File: src/rtl/capu_pkg.sv
package capu_pkg;
  localparam int CNT_W  = 16;
  localparam int BYTE_W = 8;
  localparam int PRE_W  = 3;

  typedef enum logic [1:0] {
    CK_DIV4 = 2'b00,
    CK_DIV2 = 2'b01,
    CK_DIV8 = 2'b10,
    CK_STOP = 2'b11
  } ck_sel_e;

  // last prescaler state before a counter step
  function automatic logic [PRE_W-1:0] prescale_last(ck_sel_e s);
    case (s)
      CK_DIV4: return PRE_W'(3);
      CK_DIV2: return PRE_W'(1);
      CK_DIV8: return PRE_W'(7);
      default: return PRE_W'(0);
    endcase
  endfunction

  function automatic logic [BYTE_W-1:0] hi_byte(logic [CNT_W-1:0] v);
    return v[CNT_W-1 -: BYTE_W];
  endfunction

  function automatic logic [BYTE_W-1:0] lo_byte(logic [CNT_W-1:0] v);
    return v[BYTE_W-1:0];
  endfunction
endpackage

File: src/rtl/capu_timebase.sv
module capu_timebase
  import capu_pkg::*;
(
  input  logic             clk,
  input  logic             rst_n,
  input  ck_sel_e          ck_sel_i,
  output logic [CNT_W-1:0] count_o
);
  logic [PRE_W-1:0] presc_q;
  logic             step;

  always_comb begin
    step = (ck_sel_i != CK_STOP) && (presc_q >= prescale_last(ck_sel_i));
  end

  always_ff @(posedge clk or negedge rst_n) begin
    if (!rst_n) begin
      presc_q <= '0;
      count_o <= '0;
    end else begin
      if (step)                     presc_q <= '0;
      else if (ck_sel_i != CK_STOP) presc_q <= presc_q + PRE_W'(1);
      count_o <= count_o + CNT_W'(step);
    end
  end
endmodule

File: src/rtl/capu_channel.sv
module capu_channel
  import capu_pkg::*;
#(
  parameter int SYNC_STAGES = 2
) (
  input  logic             clk,
  input  logic             rst_n,
  input  logic             pin_i,
  input  logic             rise_sel_i,
  input  logic             halt_i,
  input  logic [CNT_W-1:0] count_i,
  input  logic             stat_rd_i,
  input  logic             hi_rd_i,
  input  logic             lo_acc_i,
  output logic [CNT_W-1:0] cap_o,
  output logic             flag_o,
  output logic             hold_o,
  output logic             take_o
);
  logic [SYNC_STAGES-1:0] sync_q;
  logic                   prev_q;
  logic                   sampled;
  logic                   edge_hit;
  logic                   live_take;
  logic                   wake_take;
  logic                   blocked;
  logic [CNT_W-1:0]       take_val;
  logic                   armed_q;
  logic [CNT_W-1:0]       pend_q;
  logic [CNT_W-1:0]       shadow_q;
  logic                   shadow_v_q;
  logic                   clr_arm_q;

  always_comb begin
    sampled   = sync_q[SYNC_STAGES-1];
    edge_hit  = rise_sel_i ? (sampled & ~prev_q) : (~sampled & prev_q);
    live_take = edge_hit & ~halt_i;
    wake_take = armed_q & ~halt_i;
    take_o    = live_take | wake_take;
    take_val  = live_take ? count_i : pend_q;
    blocked   = hold_o & ~lo_acc_i;
  end

  // synchronizer and edge history
  always_ff @(posedge clk or negedge rst_n) begin
    if (!rst_n) begin
      sync_q <= '0;
      prev_q <= 1'b0;
    end else begin
      sync_q <= {sync_q[SYNC_STAGES-2:0], pin_i};
      prev_q <= sampled;
    end
  end

  // halt arming: first valid edge only
  always_ff @(posedge clk or negedge rst_n) begin
    if (!rst_n) begin
      armed_q <= 1'b0;
      pend_q  <= '0;
    end else if (halt_i) begin
      if (edge_hit && !armed_q) begin
        armed_q <= 1'b1;
        pend_q  <= count_i;
      end
    end else begin
      armed_q <= 1'b0;
    end
  end

  // capture register, shadow and byte coherence
  always_ff @(posedge clk or negedge rst_n) begin
    if (!rst_n) begin
      cap_o      <= '0;
      shadow_q   <= '0;
      shadow_v_q <= 1'b0;
      hold_o     <= 1'b0;
    end else begin
      if (take_o) begin
        if (blocked) begin
          shadow_q   <= take_val;
          shadow_v_q <= 1'b1;
        end else begin
          cap_o      <= take_val;
          shadow_v_q <= 1'b0;
        end
      end else if (lo_acc_i && shadow_v_q) begin
        cap_o      <= shadow_q;
        shadow_v_q <= 1'b0;
      end
      if (lo_acc_i)     hold_o <= 1'b0;
      else if (hi_rd_i) hold_o <= 1'b1;
    end
  end

  // flag with two-step clear
  always_ff @(posedge clk or negedge rst_n) begin
    if (!rst_n) begin
      flag_o    <= 1'b0;
      clr_arm_q <= 1'b0;
    end else begin
      if (stat_rd_i)     clr_arm_q <= flag_o;
      else if (lo_acc_i) clr_arm_q <= 1'b0;
      if (take_o)                     flag_o <= 1'b1;
      else if (lo_acc_i && clr_arm_q) flag_o <= 1'b0;
    end
  end
endmodule

File: src/rtl/capu_regfile.sv
module capu_regfile
  import capu_pkg::*;
#(
  parameter int NUM_CH = 2,
  parameter int ADDR_W = 3
) (
  input  logic                          clk,
  input  logic                          rst_n,
  input  logic                          sel_i,
  input  logic                          wr_i,
  input  logic [ADDR_W-1:0]             addr_i,
  input  logic [BYTE_W-1:0]             wdata_i,
  input  logic [NUM_CH-1:0][CNT_W-1:0]  caps_i,
  input  logic [NUM_CH-1:0]             flags_i,
  output logic [BYTE_W-1:0]             rdata_o,
  output logic [NUM_CH-1:0]             rise_sel_o,
  output logic                          irq_en_o,
  output ck_sel_e                       ck_sel_o,
  output logic                          stat_rd_o,
  output logic [NUM_CH-1:0]             hi_rd_o,
  output logic [NUM_CH-1:0]             lo_acc_o
);
  localparam int IE_BIT = NUM_CH;
  localparam int CK_LSB = NUM_CH + 2;
  localparam logic [BYTE_W-1:0] CFG_MASK =
    BYTE_W'((1 << (NUM_CH + 1)) - 1) | BYTE_W'(3 << CK_LSB);

  logic [BYTE_W-1:0] cfg_q;
  logic              cfg_we;

  always_comb begin
    cfg_we     = sel_i && wr_i && (addr_i == ADDR_W'(0));
    stat_rd_o  = sel_i && !wr_i && (addr_i == ADDR_W'(1));
    rise_sel_o = cfg_q[NUM_CH-1:0];
    irq_en_o   = cfg_q[IE_BIT];
    ck_sel_o   = ck_sel_e'(cfg_q[CK_LSB +: 2]);
    for (int i = 0; i < NUM_CH; i++) begin
      hi_rd_o[i]  = sel_i && !wr_i && (addr_i == ADDR_W'(2 + 2 * i));
      lo_acc_o[i] = sel_i && (addr_i == ADDR_W'(3 + 2 * i));
    end
  end

  always_comb begin
    rdata_o = '0;
    if (addr_i == ADDR_W'(0)) rdata_o = cfg_q;
    if (addr_i == ADDR_W'(1)) rdata_o = BYTE_W'(flags_i);
    for (int i = 0; i < NUM_CH; i++) begin
      if (addr_i == ADDR_W'(2 + 2 * i)) rdata_o = hi_byte(caps_i[i]);
      if (addr_i == ADDR_W'(3 + 2 * i)) rdata_o = lo_byte(caps_i[i]);
    end
  end

  always_ff @(posedge clk or negedge rst_n) begin
    if (!rst_n)      cfg_q <= '0;
    else if (cfg_we) cfg_q <= wdata_i & CFG_MASK;
  end
endmodule

File: src/rtl/dual_edge_capture.sv
module dual_edge_capture
  import capu_pkg::*;
#(
  parameter int NUM_CH      = 2,
  parameter int SYNC_STAGES = 2,
  parameter int ADDR_W      = $clog2(2 + 2 * NUM_CH)
) (
  input  logic               clk,
  input  logic               rst_n,
  input  logic               halt_i,
  input  logic               glob_mask_i,
  input  logic [NUM_CH-1:0]  cap_pin_i,
  input  logic               bus_sel_i,
  input  logic               bus_wr_i,
  input  logic [ADDR_W-1:0]  bus_addr_i,
  input  logic [BYTE_W-1:0]  bus_wdata_i,
  output logic [BYTE_W-1:0]  bus_rdata_o,
  output logic               irq_o,
  output logic [CNT_W-1:0]   count_o
);
  logic [NUM_CH-1:0][CNT_W-1:0] caps;
  logic [NUM_CH-1:0]            flags;
  logic [NUM_CH-1:0]            holds;
  logic [NUM_CH-1:0]            takes;
  logic [NUM_CH-1:0]            rise_sel;
  logic [NUM_CH-1:0]            hi_rd;
  logic [NUM_CH-1:0]            lo_acc;
  logic                         stat_rd;
  logic                         irq_en;
  ck_sel_e                      ck_sel;

  capu_timebase tb_u (
    .clk      (clk),
    .rst_n    (rst_n),
    .ck_sel_i (ck_sel),
    .count_o  (count_o)
  );

  capu_regfile #(.NUM_CH(NUM_CH), .ADDR_W(ADDR_W)) rf_u (
    .clk        (clk),
    .rst_n      (rst_n),
    .sel_i      (bus_sel_i),
    .wr_i       (bus_wr_i),
    .addr_i     (bus_addr_i),
    .wdata_i    (bus_wdata_i),
    .caps_i     (caps),
    .flags_i    (flags),
    .rdata_o    (bus_rdata_o),
    .rise_sel_o (rise_sel),
    .irq_en_o   (irq_en),
    .ck_sel_o   (ck_sel),
    .stat_rd_o  (stat_rd),
    .hi_rd_o    (hi_rd),
    .lo_acc_o   (lo_acc)
  );

  for (genvar g = 0; g < NUM_CH; g++) begin : g_ch
    capu_channel #(.SYNC_STAGES(SYNC_STAGES)) ch_u (
      .clk        (clk),
      .rst_n      (rst_n),
      .pin_i      (cap_pin_i[g]),
      .rise_sel_i (rise_sel[g]),
      .halt_i     (halt_i),
      .count_i    (count_o),
      .stat_rd_i  (stat_rd),
      .hi_rd_i    (hi_rd[g]),
      .lo_acc_i   (lo_acc[g]),
      .cap_o      (caps[g]),
      .flag_o     (flags[g]),
      .hold_o     (holds[g]),
      .take_o     (takes[g])
    );
  end

  always_comb begin
    irq_o = irq_en && !glob_mask_i && (|flags);
  end
endmodule

File: config.mk
export PLATFORM = sky130hd
export DESIGN_NAME = dual_edge_capture
export DESIGN_NICKNAME = d
export VERILOG_FILES = /design/src/rtl/capu_pkg.sv /design/src/rtl/capu_timebase.sv /design/src/rtl/capu_channel.sv /design/src/rtl/capu_regfile.sv /design/src/rtl/dual_edge_capture.sv
export SDC_FILE = /design/constraint.sdc
export NUM_CORES = 1
export LEC_CHECK = 0
export BUFFER_PORTS_ARGS = -buffer_cell sky130_fd_sc_hd__buf_2
export CAP_MARGIN = 30
export CORE_MARGIN = 2
export CORE_UTILIZATION = 40
export CTS_BUF_LIST = sky130_fd_sc_hd__clkbuf_16
export CTS_CLUSTER_DIAMETER = 150
export DETAILED_ROUTE_END_ITERATION = 8
export PLACE_DENSITY = 0.55
export SYNTH_ARGS = -nofsm -noshare
export SYNTH_HDL_FRONTEND = slang
export SYNTH_HIERARCHICAL = 1
export SYNTH_SLANG_ARGS = --single-unit
File: constraint.sdc
create_clock -name clk -period 2.9 [get_ports clk]
set_clock_uncertainty 0.2 [all_clocks]
set_input_delay 0.29 -clock clk [delete_from_list [all_inputs] [get_ports clk]]
set_output_delay 0.29 -clock clk [all_outputs]
set_load 0.005 [all_outputs]
==> results.yml <==
timing:
  final_hold_viol_count: 0
  finalSetupViolCount: 0
  setup_tns_ps: 0
  tightest_slew_ps: 639
  fin_crit_ps: 2700
  maxSlewHeadroom: 0.574
  rsz0062_at_grt: "no"
  fmax_mhz: 370
  slew_viol_final: 0
  min_period_over_period: 0.932
clock_tree:
  cts_buffer_depth: 2
  cts_tree: "built"
  cts.clk_slew.worst_paths_ps: 60
  cts_made_buffers: 17
  cts_max_level: 4
  cts_root_buffer: "clkbuf_16"
  clkSinkCount: 136
  post-cts-setup-buffers: 0
  insertion_delay_ps: 430
floorplan:
  start_util: 0.409
  die_area_um2: 18800
  die_height_um: 137
  die_x_um: 137
  ios: 44
  rows: 48
  core_um2: 17400
worst_setup_path:
  arrival_ps: 2800
  cp-end-kind: "register"
  slowest_stage: "dfrtp_1"
  path_delay_family: "simple AND/OR/NAND/NOR gates"
  worst_path_most_repeated_cell: "ha_1"
  crit_required_ps: 2990
  criticalPathCategory: "register to register"
  reg2reg_depth: 11
  rrSetupSlack_ps: 200
  critical-path-max-stage-delay_ps: 440
  critical_path_buf_inv_count: 0
  crit_chain: "nand2b_1 -> ha_1 -> nand2_1 -> o21ai_1 -> and2_1 -> ha_1 -> ha_1 -> nand2_1 -> nor2_4 -> nand4_1 -> xnor2_1"
  crit_path_start_kind: "register"
  r2r_end: "tb_u/count_o[10]"
  r2r_start: "rf_u/cfg_q[4]"
  startpoint: "rf_u/cfg_q[4]"
  crit_fanout: 6
layout:
  fin_nets: 678
  regArea_um2: 3400
  multi_input_area_um2: 3290
  fillers: 1599
  final_cells: 891
  finalCoreUtilization: 0.471
  n_antenna_cell: 0
  drive_gt1_frac: 0.327
  area_growth_pct: 15.0
worst_hold_path:
  whs_endpoint: "g_ch[1].ch_u/hold_o"
  hold_depth: 4
  hold_path.class: "input port to register"
  min-delay-start: "bus_wr_i"
logic_synthesis:
  synth_area_per_cell_um2: 11.8
  synth_seq_cells: 136
  ys_seq_area_frac: 0.479
  synth_area_um2: 7110
  syn_inst: 604
  yosysWarnings: 6
  syn_nets: 629
  post_synth_num_cell_types: 50
global_routing:
  antenna_found_initial: 0
  grt_pass1_vias: 5271
  grt_max_degree: 63
  grt_pass1_wl_um: 29200
  grt_overflow_total: 0
  grt_usage: 0.205
route:
  drt_iter0_drc: 391
  drtAntennaViolNets: 0
  first_pass_iters: 5
  routedWlPerCell_um: 20.5
  wl_um: 18300
  vias_per_cell: 5.98
  vias: 5325
  drc: 0
job:
  maxCapViolations: 0
placement:
  place_hpwl_um: 12400
  place.gp.congestion: 0.780
  port_buffers: 40
  place_inst: 851
power_and_ir_drop:
  p_leak_nw: 3.65
  powerDensity_nw_per_um2: 818
  ir_drop_mv: 0.515
run_status:
  run_status: "completed"
==> metrics by stage <==
step / instance area, um2 / power, W / setup slack, ps / hold WS [ps]
finish: 8170 / 0.00668 / 197 / 69.9
global route: 8170 / 0.00705 / 49.0 / 79.8
CTS: 8160 / 0.00674 / 45.1 / 55.4
detailed placement: 7530 / 0.00468 / 66.1 / 99.6
global placement: 7530 / 0.00459 / 177 / 87.3
floorplan: 7110 / 0.00407 / 327 / -206
==> where the power goes <==
| part | switching, W | internal (W) |
|---|---|---|
| sequential | 0.000480 | 0.00245 |
| clock | 0.000793 | 0.00123 |
| combinational | 0.000789 | 0.000943 |
==> registers in the layout, indices dropped and copies added, names as in the netlist, 3 cells and up <==
register and flops:
g_ch.ch_u/shadow_q 32, g_ch.ch_u/pend_q 32, tb_u/count_o 16, g_ch.ch_u/cap_o 32, rf_u/cfg_q 5, tb_u/presc_q 3, g_ch.ch_u/sync_q 4
==> repair_timing <==
action                     4_1_cts  5_1_grt
resized for setup                0        5
setup endpoints to repair        0        6
hold endpoints to repair        61        0
hold buffers                     8        0
==> cells in the mapped netlist, drive strengths merged <==
cell type / instances / area share
a21o: 5 / 0.0053
a21oi: 1 / 0.00070
a221oi: 2 / 0.0033
a222oi: 32 / 0.045
a311oi: 4 / 0.0099
a31oi: 2 / 0.0035
a41o: 1 / 0.0014
and2: 1 / 0.00088
and3b: 1 / 0.0012
buf: 36 / 0.035
clkbuf: 10 / 0.0053
dfrtp: 136 / 0.48
ha: 6 / 0.011
inv: 39 / 0.021
mux2: 69 / 0.11
mux2i: 20 / 0.028
nand2: 23 / 0.013
nand2b: 8 / 0.0070
nand3: 8 / 0.0077
nand3b: 4 / 0.0042
nand4: 3 / 0.0026
nand4b: 1 / 0.0033
nor2: 17 / 0.011
nor2b: 1 / 0.00088
nor3: 1 / 0.00070
nor3b: 1 / 0.0018
nor4: 2 / 0.0048
nor4b: 2 / 0.0025
o21a: 4 / 0.0042
o21ai: 6 / 0.0042
o221a: 32 / 0.051
o221ai: 2 / 0.0025
o22a: 2 / 0.0028
o22ai: 68 / 0.060
or2: 2 / 0.0018
or3: 34 / 0.030
or3b: 4 / 0.0056
xnor2: 7 / 0.0086
xor2: 7 / 0.0086
==> placed cells by master (no fill, tap or decap), types with 5 or more instances in the layout <==
cell           count
a21o_1             5
a222oi_1          32
buf_2             39
buf_4             27
clkbuf_16         17
dfrtp_1          136
dlygate4sd3_1      8
ha_1               6
inv_1             41
mux2_2            64
mux2_4             5
mux2i_1           20
nand2_1           20
nand2b_1           8
nand3_1            5
nor2_1            15
o21ai_0            5
o221a_2           32
o22ai_1           68
or3_1             34
xnor2_1            7
xor2_1             7
==> metal layers <==
metal	part of all wire	wire length (um)	global-route usage
met5	0	0	0
met4	0.025	451	0.0779
met3	0.050	921	0.0508
met2	0.47	8610	0.324
met1	0.45	8330	0.273
==> layout make-up <==
| cell class | instances | share of cell area |
|---|---|---|
| inverter | 39 | 0.0179 |
| multi-input combinational | 383 | 0.402 |
| sequential | 136 | 0.416 |
| tap | 225 | 0.0344 |
| clock buffer | 17 | 0.0521 |
| timing repair buffer | 76 | 0.0623 |
| clock inverter | 15 | 0.0148 |
==> worst max path at each step <==
stage | endpoint | slack, ps | cells past startpoint
final | tb_u/count_o[10] | 200 | 11
after global routing | tb_u/count_o[10] | 50 | 11
after CTS | tb_u/count_o[10] | 50 | 11
after detailed placement | tb_u/count_o[10] | 70 | 11
after global placement | tb_u/count_o[10] | 180 | 11
after floorplan | tb_u/count_o[15] | 330 | 11
==> cell families after synthesis <==
family / count (synthesis) / share of synthesized area
AOI/OAI and AO/OA: 161 / 0.193
DFF: 136 / 0.479
and+or+nand+nor: 113 / 0.0991
muxes: 89 / 0.140
buffers and inverters: 85 / 0.0606
xor gates and xnor gates: 14 / 0.0173
adders and majority gates: 6 / 0.0106
==> worst min-delay path, cell delays in order <==
cell and delay, ps:
buf_2 150, nor4b_1 70, nor2_1 100, nor2_1 50
Note: power is estimated with default switching activity, not from simulation.
